===== config.mk =====
export PLATFORM = sky130hd
export DESIGN_NAME = ext_irq_combiner
export DESIGN_NICKNAME = d
export VERILOG_FILES = /design/src/rtl/irq_comb_pkg.sv /design/src/rtl/irq_sync.sv /design/src/rtl/irq_edge_det.sv /design/src/rtl/irq_csr.sv /design/src/rtl/ext_irq_combiner.sv
export SDC_FILE = /design/constraint.sdc
export NUM_CORES = 1
export LEC_CHECK = 0
export BUFFER_PORTS_ARGS = -buffer_cell sky130_fd_sc_hd__buf_2
export CORE_AREA = 3 3 41 43
export DETAILED_ROUTE_END_ITERATION = 8
export DIE_AREA = 0 0 44 46
export PLACE_DENSITY = 0.72
export REMOVE_ABC_BUFFERS = 1
export SETUP_SLACK_MARGIN = 0.1
export SLEW_MARGIN = 20
export SYNTH_ARGS = -nofsm -noshare
export SYNTH_HDL_FRONTEND = slang
export SYNTH_SLANG_ARGS = --single-unit

===== constraint.sdc =====
create_clock -name clk -period 2 [get_ports clk]
set_clock_uncertainty 0.1 [all_clocks]
set_input_delay 0.1 -clock clk [delete_from_list [all_inputs] [get_ports clk]]
set_output_delay 0.1 -clock clk [all_outputs]
set_load 0.005 [all_outputs]

===== src/rtl/irq_comb_pkg.sv =====
package irq_comb_pkg;

    localparam int CSR_W  = 8;
    localparam int B_SEN  = 0;
    localparam int B_SFLG = 1;
    localparam int B_SACK = 2;
    localparam int B_XEN  = 4;
    localparam int B_XFLG = 5;
    localparam int B_XACK = 6;

    typedef struct packed {
        logic shr_en;
        logic shr_flag;
        logic xtr_en;
        logic xtr_flag;
    } csr_state_t;

endpackage


===== src/rtl/irq_sync.sv =====
module irq_sync #(
    parameter int              WIDTH   = 1,
    parameter int              STAGES  = 2,
    parameter logic [WIDTH-1:0] RST_VAL = '0
) (
    input  logic             clk,
    input  logic             rst_n,
    input  logic [WIDTH-1:0] din,
    output logic [WIDTH-1:0] dout
);

    logic [STAGES-1:0][WIDTH-1:0] chain_d, chain_q;

    always_comb begin
        chain_d[0] = din;
        for (int s = 1; s < STAGES; s++) begin
            chain_d[s] = chain_q[s-1];
        end
    end

    always_ff @(posedge clk or negedge rst_n) begin
        if (!rst_n) begin
            for (int s = 0; s < STAGES; s++) begin
                chain_q[s] <= RST_VAL;
            end
        end else begin
            chain_q <= chain_d;
        end
    end

    assign dout = chain_q[STAGES-1];

endmodule


===== src/rtl/irq_edge_det.sv =====
module irq_edge_det #(
    parameter bit   RISING  = 1'b1,
    parameter logic RST_VAL = 1'b0
) (
    input  logic clk,
    input  logic rst_n,
    input  logic sig,
    output logic pulse
);

    logic prev_d, prev_q;

    always_comb begin
        prev_d = sig;
    end

    always_ff @(posedge clk or negedge rst_n) begin
        if (!rst_n) prev_q <= RST_VAL;
        else        prev_q <= prev_d;
    end

    generate
        if (RISING) begin : g_rise
            assign pulse = sig & ~prev_q;
        end else begin : g_fall
            assign pulse = ~sig & prev_q;
        end
    endgenerate

endmodule


===== src/rtl/irq_csr.sv =====
module irq_csr
    import irq_comb_pkg::*;
(
    input  logic             clk,
    input  logic             rst_n,
    input  logic             shr_set,
    input  logic             xtr_set,
    input  logic             wr,
    input  logic [CSR_W-1:0] wdata,
    output csr_state_t       state,
    output logic [CSR_W-1:0] rdata
);

    csr_state_t st_d, st_q;
    logic       unused_wbits;

    always_comb begin
        st_d = st_q;
        if (wr) begin
            st_d.shr_en = wdata[B_SEN];
            st_d.xtr_en = wdata[B_XEN];
            if (wdata[B_SACK]) st_d.shr_flag = 1'b0;
            if (wdata[B_XACK]) st_d.xtr_flag = 1'b0;
        end
        // a fresh edge wins over an acknowledge in the same cycle
        if (shr_set) st_d.shr_flag = 1'b1;
        if (xtr_set) st_d.xtr_flag = 1'b1;
    end

    always_ff @(posedge clk or negedge rst_n) begin
        if (!rst_n) st_q <= '0;
        else        st_q <= st_d;
    end

    always_comb begin
        rdata         = '0;
        rdata[B_SEN]  = st_q.shr_en;
        rdata[B_SFLG] = st_q.shr_flag;
        rdata[B_XEN]  = st_q.xtr_en;
        rdata[B_XFLG] = st_q.xtr_flag;
    end

    assign state        = st_q;
    assign unused_wbits = ^{wdata[7], wdata[5], wdata[3], wdata[1]};

endmodule


===== src/rtl/ext_irq_combiner.sv =====
module ext_irq_combiner
    import irq_comb_pkg::*;
#(
    parameter int NUM_PORT    = 4,
    parameter bit PORT_IRQ_EN = 1'b1,
    parameter bit LEVEL_MODE  = 1'b1,
    parameter int SYNC_STAGES = 2
) (
    input  logic                clk,
    input  logic                rst_n,
    input  logic                irq_pin_n,
    input  logic [NUM_PORT-1:0] port_pins,
    input  logic                extra_pin,
    input  logic                csr_wr,
    input  logic [7:0]          csr_wdata,
    output logic [7:0]          csr_rdata,
    output logic                cpu_irq
);

    localparam int             IN_W    = NUM_PORT + 2;
    localparam int             IDX_XTR = NUM_PORT + 1;
    localparam logic [IN_W-1:0] IN_IDLE = {1'b1, {NUM_PORT{1'b0}}, 1'b1};

    logic [IN_W-1:0] raw_in, sync_in;
    logic            port_any;
    logic            shr_act;
    logic            shr_rise;
    logic            xtr_fall;
    csr_state_t      state;

    assign raw_in = {extra_pin, port_pins, irq_pin_n};

    irq_sync #(
        .WIDTH  (IN_W),
        .STAGES (SYNC_STAGES),
        .RST_VAL(IN_IDLE)
    ) i_sync (
        .clk  (clk),
        .rst_n(rst_n),
        .din  (raw_in),
        .dout (sync_in)
    );

    generate
        if (PORT_IRQ_EN) begin : g_port
            assign port_any = |sync_in[NUM_PORT:1];
        end else begin : g_noport
            logic unused_port;
            assign unused_port = |sync_in[NUM_PORT:1];
            assign port_any    = 1'b0;
        end
    endgenerate

    assign shr_act = ~sync_in[0] | port_any;

    irq_edge_det #(
        .RISING (1'b1),
        .RST_VAL(1'b0)
    ) i_shr_edge (
        .clk  (clk),
        .rst_n(rst_n),
        .sig  (shr_act),
        .pulse(shr_rise)
    );

    irq_edge_det #(
        .RISING (1'b0),
        .RST_VAL(1'b1)
    ) i_xtr_edge (
        .clk  (clk),
        .rst_n(rst_n),
        .sig  (sync_in[IDX_XTR]),
        .pulse(xtr_fall)
    );

    irq_csr i_csr (
        .clk    (clk),
        .rst_n  (rst_n),
        .shr_set(shr_rise),
        .xtr_set(xtr_fall),
        .wr     (csr_wr),
        .wdata  (csr_wdata),
        .state  (state),
        .rdata  (csr_rdata)
    );

    always_comb begin
        cpu_irq = (state.shr_en & (state.shr_flag | (LEVEL_MODE & shr_act)))
                | (state.xtr_en & state.xtr_flag);
    end

endmodule


==> results of run 1 <==
[synthesized netlist by cell type]
| master | count |
|---|---|
| or3_4 | 1 |
| conb_1 | 1 |
| mux2_2 | 2 |
| inv_1 | 2 |
| or2_4 | 1 |
| buf_4 | 4 |
| a22o_1 | 1 |
| dfrtp_1 | 13 |
| o21ai_1 | 1 |
| nand2_1 | 5 |
| dfstp_2 | 5 |
| o31ai_1 | 1 |
| nand2b_1 | 1 |
[worst paths after layout]
kind	slack, ns	to	cells after the start
worst max-delay path	0.36	cpu_irq	4
worst max register to register	0.57	i_csr.rdata[0]$_DFFE_PN0P_	2
worst min register to register	0.25	i_sync.dout[1]$_DFF_PN0_	0
min in group asynchronous	0.17	i_sync.chain_d[10]$_DFF_PN0_	2
max in group asynchronous	1.32	i_sync.dout[0]$_DFF_PN1_	2
worst min-delay path	0.02	i_csr.rdata[5]$_DFFE_PN0P_	4
[area by class of cell]
cell class	count	area (um2)	share of cell area (%)
inverter	2	7.51	0.896
sequential	18	457	54.5
multi-input combinational	17	104	12.4
tap	15	18.8	2.24
timing repair buffer	30	215	25.7
clock buffer	4	36.3	4.33
[critical path: cells and delay by family (launching register included)]
kind / cells / cell delay, ns
buffers and inverters: 1 / 0.12
flip-flops: 1 / 0.37
AO/OA/AOI/OAI: 1 / 0.21
AND/OR/NAND/NOR: 2 / 0.45
[routing by layer]
layer  wire, um  track usage, %
met1        363            11.9
met2        480            22.1
met3         92            3.56
met4         19            9.04
met5          0               0
[power by group through the flow]
stage | Combinational [mW] | Sequential (mW) | Clock [mW]
detailed placement | 0.0487 | 0.405 | 0
floorplan | 0.0166 | 0.405 | 0
global route | 0.0800 | 0.401 | 0.253
CTS | 0.0705 | 0.398 | 0.228
finish | 0.0709 | 0.398 | 0.215
global placement | 0.0473 | 0.404 | 0
[through the flow]
step           total power [mW]  cells
2_1_floorplan             0.421     37
3_3_place_gp              0.452     69
3_5_place_dp              0.454     69
4_1_cts                   0.697     86
5_1_grt                   0.734     86
6_report                  0.684     86
[state kept, by name, summed over array words and instances, names as in the netlist]
| register | flops |
|---|---|
| i_sync.dout | 6 |
| i_sync.chain_d | 6 |
| i_csr.rdata | 4 |
| i_xtr_edge.prev_q | 1 |
| i_shr_edge.prev_q | 1 |
[what timing repair did]
| action | in CTS | in global routing |
|---|---|---|
| hold buffers | 13 | 0 |
| endpoints found under the hold margin | 28 | 0 |
| buffers inserted | 0 | 0 |
[logic make-up (layout without fill, tap and decap cells)]
logic type | after synthesis | after routing
flip-flops | 18 | 18
other | 1 | 4
buffers and inverters | 6 | 36
AND/OR/NAND/NOR | 8 | 8
AO/OA/AOI/OAI | 3 | 3
multiplexers | 2 | 2
==> results.md, run 1 <==
- Total Neg Setup Slack: 0 ns
- Number of port buffers: 17
- Final period utilization: 81.8%
- WP data arrival: 1.44 ns
- DRT iter0 DRCs: 3
- Largest family of logic cells by synthesized area: simple AND/OR/NAND/NOR gates
- Cells after Synth: 38
- Setup CP Type: reg -> out
- Final instance area: 838 um2
- Crit. Startpoint: i_sync.dout[4]$_DFF_PN0_
- Fin. Hold Viols: 0
- P_sw: 0.140 mW
- Reg clk slew, reported paths: 0.10 ns
- Synth-to-layout area growth: 42.9%
- Antenna cells: 0
- Synthesized area per cell: 15.4 um2
- DIE AREA: 0.00202 mm2
- Vias per std cell: 4.36
- Setup Viol. Count Final: 0
- Post-synthesis mux area share: 3.84%
- Crit path largest cell delay: 0.38 ns
- Fillers: 111
- Clk network pwr share: 31.5%
- Post-synth top area share: 55.4%
- H-tree depth: 1
- Post-Route WL: 956 um
- Die span in y: 46 um
- Yosys cell types: 13
- Vias in the first global route: 404
- PD cells: 816 mW/mm2
- Global-route wire length before repair: 1.67 mm
- Seq pwr share: 58.2%
- Critical Path, Cell by Cell: or3_4, o31ai_1, nand2_1, buf_2
- Pins Over Slew Limit: 0
- Power Internal: 0.544 mW
- Simple-gate share of the synthesized area: 7.68%
- NumNets Final: 89
- YS warnings: 0
- Startpoint types: flop
- Worst skew pair latency: 0.28 ns
- Wirelength per Cell: 11.1 um
- Most frequent cells in the layout: 17 x buf_2, 13 x dlygate4sd3_1, 13 x dfrtp_1
- Commonest non-fill, non-tap cell in the layout: buf_2
- Antenna Violating Nets Remaining: 0
- Fmax: 611 MHz
- Post-Synth XOR/XNOR Area: 0%
- Comb power frac: 10.4%
- Ports: 26
- Synth Area in Compound Gates: 3.62%
- Placement Setup Slack: 0.596 ns
- Maximum VDD drop: 0.522 mV
- #FFs+latches synth: 18
- CP endpoint kind: output pin
- Starting Density: 44.0%
- Area leader, netlist: dfrtp_1
- Register area share after synthesis: 77.8%
- Placed Area: 672 um2
- CTS Root Cell: clkbuf_4
- Vias: 375
- Post-Synth Adder-Cell Area: 0%
- Synth top area cells: dfrtp_1 55%, dfstp_2 22%, buf_4 5.1%
- Largest net degree at the start of global routing: 19
- Hold WS: 0.0204 ns
- Final worst setup slack: 0.364 ns
- CTS tree: built
- CTS Buf Count: 3
- Required time of the critical path: 1.80 ns
- Drt drc: 0
- Min-Delay Startpoint: csr_wr
- Chip width: 44 um
- Initial antenna violation count: 0
- Critical path peak fanout: 2
- Minimum clock period: 1.64 ns
- Reg-to-Reg Start: i_csr.rdata[0]$_DFFE_PN0P_
- Critical path's slowest cell: or3_4
- Status: completed
- Clk sinks: 18
- Finished Core Util: 62.9%
- Placer Congestion: 0.654
- Core footprint: 0.00133 mm2
- Remaining global-route overflow: 0
- Share of cells above drive strength 1: 42.3%
- Detailed-placement wirelength estimate: 555 um
- Rows: 13
- Pleak: 0.409 nW
- Worst hold path type: in -> reg
- CTS resizes: 0
- Synthesized cell area: 587 um2
- Sw Ratio: 20.5%
- Gr usage total: 12.3%
- RSZ-0062 raised after global routing: no
- Clock tree buffer depth: 2
- Initial DRT Pass Iterations: 2
- Total of max-cap violations: 0
Note: power is estimated with default switching activity, not from simulation.
==> run 2: changes to the inputs <==
Settings changed: ABC_AREA from default to 1, CORE_AREA 3 3 41 43 to 3 3 43 45, DIE_AREA 0 0 44 46 to 0 0 46 48, PLACE_DENSITY 0.72 to 0.69.
Clock period 2 ns to 1.3 ns, I/O delays scaled along.
==> run 2 against run 1 <==
Effect of this change:
- critical endpoint unchanged
- hold slack better by 0.092 ns
- via count grew 1.1%
- global-route usage shrank 2.8 points
- final cell count up 5.8%
- synthesized cell count grew 5.3%
- power up 54%
- sequential share of layout area down 1.0 points
- utilization decreased by 6.1 points
==> results.md, run 2 <==
- Worst reg2reg path depth: 3 (+1)
- WP data arrival: 1.13 ns (-0.31 ns)
- Post-Synth XOR/XNOR Area: 0% (unchanged)
- Chip width: 46 um (+4.5%)
- Largest family of logic cells by synthesized area: simple AND/OR/NAND/NOR gates
- Critical path's slowest cell: dfstp_2
- Worst skew pair latency: 0.28 ns (about the same)
- Worst hold path type: in -> async
- Final Non-Filler Cells: 91 (+5.8%)
- Share of cells above drive strength 1: 45.3% (+3.1 points)
- Commonest register cell after synthesis: dfrtp_1
- Vias per std cell: 4.16 (-4.5%)
- Cells after Synth: 40 (+5.3%)
- Required time of the critical path: 1.13 ns (-0.67 ns)
- Wirelength per Cell: 9.78 um (-12%)
- Routing usage on met2: 17.0% (-5.1 points)
- Hold WS: 0.113 ns (+0.0924 ns)
- Fin. Hold Viols: 0 (unchanged)
- Simple-gate share of the synthesized area: 8.07% (+0.39 points)
- Most frequent cells in the layout: 17 x buf_2, 13 x dfrtp_1, 12 x dlygate4sd3_1
- Pins Over Slew Limit: 0 (unchanged)
- Clk sinks: 18 (unchanged)
- Synth Area in Compound Gates: 2.97% (-0.65 points)
- Startpoint types: flop
- Number of synthesized flops with an enable pin: 0 (unchanged)
- Maximum VDD drop: 0.834 mV (+60%)
- Vias in the first global route: 378 (-6.4%)
- Final period utilization: 99.3%
- H-tree depth: 1 (unchanged)
- Synth-to-layout area growth: 45.0%
- Ports: 26 (unchanged)
- Area leader, netlist: dfrtp_1
- Critical path peak fanout: 2 (unchanged)
- Crit. Startpoint: i_sync.dout[0]$_DFF_PN1_
- Detailed-placement wirelength estimate: 562 um (+1.1%)
- Initial antenna violation count: 0 (unchanged)
- GR met1 Demand/Resource: 10.3% (-1.6 points)
- CP dominant cell by count: nand2_1
- Pwr Total: 1.05 mW (+54%)
- GRT Max-Usage Layer: met2
- DRT iter0 DRCs: 0 (-3)
- Yosys cell types: 13 (unchanged)
- Critical Path Stages: 4 (unchanged)
- CP delay by family, top: flip-flops
- YS warnings: 0 (unchanged)
- Synthesized area per cell: 14.7 um2 (-4.6%)
- Fmax: 774 MHz
- Status: completed
- #FFs+latches synth: 18 (unchanged)
- CTS resizes: 0 (unchanged)
- RSZ-0062 raised after global routing: yes
- Placer Congestion: 0.669 (+2.2%)
- Critical path buffers and inverters: 1 (unchanged)
- Total of max-cap violations: 0 (unchanged)
- PD cells: 1230 mW/mm2 (+51%)
- Post-synth top area share: 55.2% (-0.24 points)
- Synth top area cells: dfrtp_1 55%, dfstp_2 22%, buf_4 5.1%
- Setup Viol. Count Final: 0 (unchanged)
- Vias: 379 (+1.1%)
- Dpl cells: 72 (+4.3%)
- Initial DRT Pass Iterations: 1 (-1)
- Minimum clock period: 1.29 ns
- Reg clk slew, reported paths: 0.10 ns (about the same)
- Clock tree buffer depth: 2 (unchanged)
- Post-synthesis mux area share: 3.82% (-0.016 points)
- Die span in y: 48 um (+4.3%)
- Remaining global-route overflow: 0 (unchanged)
- Drt drc: 0 (unchanged)
- NumNets Final: 93 (+4.5%)
- Setup CP Type: reg -> out
- CTS Root Cell: clkbuf_4
- Pleak: 0.428 nW (+4.5%)
- Met3 Track Usage GR: 2.26% (-1.3 points)
- CTS Buf Count: 3 (unchanged)
- Global-route wire length before repair: 1.44 mm (-14%)
- Synthesized cell area: 589 um2 (+0.43%)
- R2R Setup Slk: 0.23 ns (-0.34 ns)
- Rows: 14 (+1)
- Async SR Flop Fraction: 100% (unchanged)
- Crit path largest cell delay: 0.54 ns (+0.16 ns)
- Starting Density: 39.1% (-4.9 points)
- Critical Path, Cell by Cell: nand4_1, nand2_1, nand2_1, buf_2
- Core footprint: 0.00151 mm2 (+13%)
- Crit Reg-Reg Endpoint: i_csr.rdata[1]$_DFFE_PN0P_
- Post-Synth Adder-Cell Area: 0% (unchanged)
- Gr usage total: 9.49% (-2.8 points)
- DIE AREA: 0.00221 mm2 (+9.1%)
- Largest net degree at the start of global routing: 19 (unchanged)
- Fillers: 123 (+11%)
- Register area share after synthesis: 77.5% (-0.33 points)
- Antenna cells: 0 (unchanged)
- Worst Setup EP: cpu_irq
- Most numerous cell in the Yosys netlist: dfrtp_1
- Commonest non-fill, non-tap cell in the layout: buf_2
- Antenna Violating Nets Remaining: 0 (unchanged)
- Number of port buffers: 17 (unchanged)
- CTS tree: built
- Reg-to-Reg Start: i_sync.dout[0]$_DFF_PN1_
- CP endpoint kind: output pin
- Post-Route WL: 890 um (-6.9%)
- Most frequent cells after synthesis: 13 x dfrtp_1, 5 x dfstp_2, 5 x nand2_1
## run 2: per-layer routing
| metal | wire, um | share of wire (%) |
|---|---|---|
| met2 | 429 | 48 |
| met5 | 0 | 0 |
| met3 | 82 | 9.2 |
| met1 | 370 | 42 |
| met4 | 7 | 0.79 |
## run 2: what timing repair did
item / 4_1_cts / 5_1_grt
hold buffers: 12 / 0
endpoints found under the setup margin: 1 / 1
endpoints found under the hold margin: 28 / 0
setup buffers: 3 / 0
pin swaps: 3 / 0
## run 2: cell type report
cell class | count | area (um2) | share of cell area [%]
Sequential cell | 18 | 457 | 53.4
Timing Repair Buffer | 32 | 228 | 26.6
Inverter | 3 | 11.3 | 1.32
Tap cell | 16 | 20.0 | 2.34
Multi-Input combinational cell | 18 | 103 | 12.0
Clock buffer | 4 | 36.3 | 4.25
## run 2: cells by family (layout without fill, tap and decap cells)
logic type / count (synthesis) / after routing
compound gates: 3 / 3
other cells: 1 / 4
flops: 18 / 18
mux: 2 / 2
buf+inv: 7 / 39
simple gates: 9 / 9
## run 2: report_power, final
group | leakage, nW | internal (mW) | switching (mW)
Sequential | 0.203 | 0.599 | 0.0144
Clock | 0.0210 | 0.170 | 0.160
Combinational | 0.204 | 0.0657 | 0.0428
Total | 0.428 | 0.835 | 0.217
## run 2: worst min path at each step
stage,to,from,depth (start not counted)
after floorplan,i_csr.rdata[0]$_DFFE_PN0P_,rst_n,0
final,i_sync.chain_d[9]$_DFF_PN0_,rst_n,2
after global placement,i_sync.chain_d[9]$_DFF_PN0_,rst_n,1
after global routing,i_sync.chain_d[9]$_DFF_PN0_,rst_n,2
after detailed placement,i_csr.rdata[4]$_DFFE_PN0P_,rst_n,1
after CTS,i_sync.chain_d[9]$_DFF_PN0_,rst_n,2
## run 2: metrics by stage
| step | util, % | setup TNS (ns) | cell area (um2) | setup slack (ns) |
|---|---|---|---|---|
| floorplan | - | 0 | 571 | 0.353 |
| global placement | 44.9 | 0 | 676 | 0.292 |
| detailed placement | 44.9 | 0 | 676 | 0.273 |
| CTS | 56.7 | -0.0200 | 855 | -0.0200 |
| global route | 56.7 | -0.0745 | 855 | -0.0745 |
| finish | 56.7 | 0 | 855 | 0.00872 |
==> run 3: changes to the inputs <==
Settings changed: CORE_AREA 3 3 43 45 to 3 3 42 44, DIE_AREA 0 0 46 48 to 0 0 45 47, SKIP_LAST_GASP from default to 1.
Clock period 1.3 ns to 1.4 ns, I/O delays scaled along.
==> run 3 against run 2 <==
Effect of this change:
- hold slack improved by 0.012 ns
- count of clock-buffer cells in the layout unchanged
- largest power group unchanged
- combinational power decreased by 8%
- non-clock buffer count decreased by 1
- critical endpoint unchanged
- flip-flop and latch count unchanged
- global-route usage increased by 1.5 points
- sequential share of layout area increased by 0.47 points
- highest routed layer is now met3
- largest cell class unchanged
==> results.md, run 3 (synthesized netlist as in run 2, its figures left out) <==
- PD cells: 1150 mW/mm2 (-6.9%)
- Remaining global-route overflow: 0 (unchanged)
- P_sw: 0.197 mW (-9.0%)
- Pins Over Slew Limit: 0 (unchanged)
- DIE AREA: 0.00212 mm2 (-4.2%)
- Placed Area: 676 um2 (unchanged)
- Initial antenna violation count: 0 (unchanged)
- Comb power frac: 10.2% (about the same)
- Reg clk slew, reported paths: 0.09 ns (about the same)
- Final worst setup slack: 0.0756 ns (+0.0669 ns)
- Antenna cells: 0 (unchanged)
- Critical path buffers and inverters: 1 (unchanged)
- Status: completed
- Most frequent cells in the layout: 17 x buf_2, 13 x dfrtp_1, 12 x dlygate4sd3_1
- Global-route wire length before repair: 1.57 mm (+9.6%)
- Worst skew pair latency: 0.28 ns (about the same)
- Worst hold path type: in -> async
- Largest net degree at the start of global routing: 19 (unchanged)
- Fin. Hold Viols: 0 (unchanged)
- Antenna Violating Nets Remaining: 0 (unchanged)
- Number of port buffers: 17 (unchanged)
- H-tree depth: 1 (unchanged)
- Share of cells above drive strength 1: 44.6% (-0.74 points)
- Routing usage on met2: 21.2% (+4.2 points)
- Total of max-cap violations: 0 (unchanged)
- RSZ-0062 raised after global routing: yes
- Critical Path Stages: 4 (unchanged)
- Worst Setup EP: cpu_irq
- Fillers: 134 (+8.9%)
- WP data arrival: 1.15 ns (+0.02 ns)
- Setup Viol. Count Final: 0 (unchanged)
- Vias: 385 (+1.6%)
- Setup CP Type: reg -> out
- Wirelength per Cell: 10.3 um (+5.1%)
- Core footprint: 0.00147 mm2 (-2.3%)
- Required time of the critical path: 1.23 ns (+0.10 ns)
- Vias in the first global route: 424 (+12%)
- Worst reg2reg path depth: 3 (unchanged)
- CP delay by family, top: flip-flops
- Crit Reg-Reg Endpoint: i_csr.rdata[1]$_DFFE_PN0P_
- Crit path largest cell delay: 0.54 ns (about the same)
- CTS Root Cell: clkbuf_4
- Gr usage total: 11.0% (+1.5 points)
- Maximum VDD drop: 0.957 mV (+15%)
- CTS resizes: 0 (unchanged)
- Critical Path, Cell by Cell: nand4_1, nand2_1, nand2_1, buf_2
- Critical path peak fanout: 2 (unchanged)
- GR met1 Demand/Resource: 9.85% (-0.43 points)
- Power Internal: 0.774 mW (-7.3%)
- CTS Buf Count: 3 (unchanged)
- R2R Setup Slk: 0.32 ns (+0.09 ns)
- Final period utilization: 94.6%
- Reg-to-Reg Start: i_sync.dout[0]$_DFF_PN1_
- Vias per std cell: 4.28 (+2.7%)
- Fmax: 755 MHz
- Pleak: 0.422 nW (-1.2%)
- Die span in y: 47 um (-2.1%)
- Seq pwr share: 58.7% (+0.4 points)
- Synth-to-layout area growth: 43.7%
- Dpl cells: 72 (unchanged)
- Sw Ratio: 20.3% (-0.30 points)
- Clk sinks: 18 (unchanged)
- DRT iter0 DRCs: 0 (unchanged)
- Final Non-Filler Cells: 90 (-1.1%)
- Rows: 14 (unchanged)
- NumNets Final: 92 (-1.1%)
- Startpoint types: flop
- Final instance area: 847 um2 (-0.88%)
- Chip width: 45 um (-2.2%)
- Initial DRT Pass Iterations: 1 (unchanged)
- Minimum clock period: 1.32 ns
- CP endpoint kind: output pin
- CP dominant cell by count: nand2_1
- GRT Max-Usage Layer: met2
- Placement Setup Slack: 0.375 ns (+0.102 ns)
- Drt drc: 0 (unchanged)
- Starting Density: 40.1% (+0.93 points)
- Clk network pwr share: 31.1% (-0.3 points)
- Critical path's slowest cell: dfstp_2
- Ports: 26 (unchanged)
- Met3 Track Usage GR: 4.60% (+2.3 points)
- Crit. Startpoint: i_sync.dout[0]$_DFF_PN1_
- CTS tree: built
- Clock tree buffer depth: 2 (unchanged)
- Commonest non-fill, non-tap cell in the layout: buf_2
- Post-Route WL: 925 um (+3.9%)
- Placer Congestion: 0.688 (+2.9%)
==> run 3: how the worst min path moves through the flow <==
stage	from	to	slack, ns	depth (start not counted)
4_1_cts	rst_n	i_sync.chain_d[10]$_DFF_PN0_	0.12	2
3_5_place_dp	rst_n	i_sync.chain_d[10]$_DFF_PN0_	-0.1	1
3_3_place_gp	rst_n	i_sync.chain_d[9]$_DFF_PN0_	-0.10	1
2_1_floorplan	rst_n	i_csr.rdata[0]$_DFFE_PN0P_	-0.33	0
5_1_grt	rst_n	i_sync.chain_d[9]$_DFF_PN0_	0.13	2
6_report	rst_n	i_sync.chain_d[10]$_DFF_PN0_	0.12	2
==> run 3: worst register-to-register path: stages, from the launching register on <==
cell and delay, ns:
dfstp_2 0.54, buf_4 0.10, nand3_2 0.08, a21o_1 0.16
==> run 3: power by group through the flow <==
stage / sequential (mW) / combinational, mW / clock, mW
final: 0.570 / 0.0989 / 0.302
after global routing: 0.573 / 0.112 / 0.354
after CTS: 0.570 / 0.0992 / 0.318
after detailed placement: 0.580 / 0.0696 / 0
after global placement: 0.578 / 0.0674 / 0
after floorplan: 0.580 / 0.0237 / 0
==> run 3: metrics by stage <==
step                      utilization (%)  setup TNS [ns]  power [mW]  hold slack [ns]
after floorplan                         -               0       0.603           -0.326
final                                57.6               0       0.971            0.125
after CTS                            57.6               0       0.988            0.116
after detailed placement             45.9               0       0.650          -0.0960
after global placement               45.9               0       0.646           -0.102
after global routing                 57.6         -0.0266        1.04            0.133
==> run 3: what timing repair did <==
item | CTS | global route
endpoints found under the hold margin | 28 | 0
endpoints found under the setup margin | 1 | 1
hold buffers | 12 | 0
pin swaps | 3 | 4
setup buffers | 2 | 0
==> run 3: area by class of cell <==
| class | count | area (um2) | share of cell area, % |
|---|---|---|---|
| tap | 16 | 20.0 | 2.36 |
| multi-input combinational | 18 | 103 | 12.1 |
| sequential | 18 | 457 | 53.9 |
| clock buffer | 4 | 36.3 | 4.28 |
| timing repair buffer | 31 | 220 | 26.0 |
| inverter | 3 | 11.3 | 1.33 |
==> run 3: routing by layer <==
metal	vias up	wire [um]
li1	186	-
met1	182	333
met2	17	522
met3	0	70
met4	0	0
met5	-	0
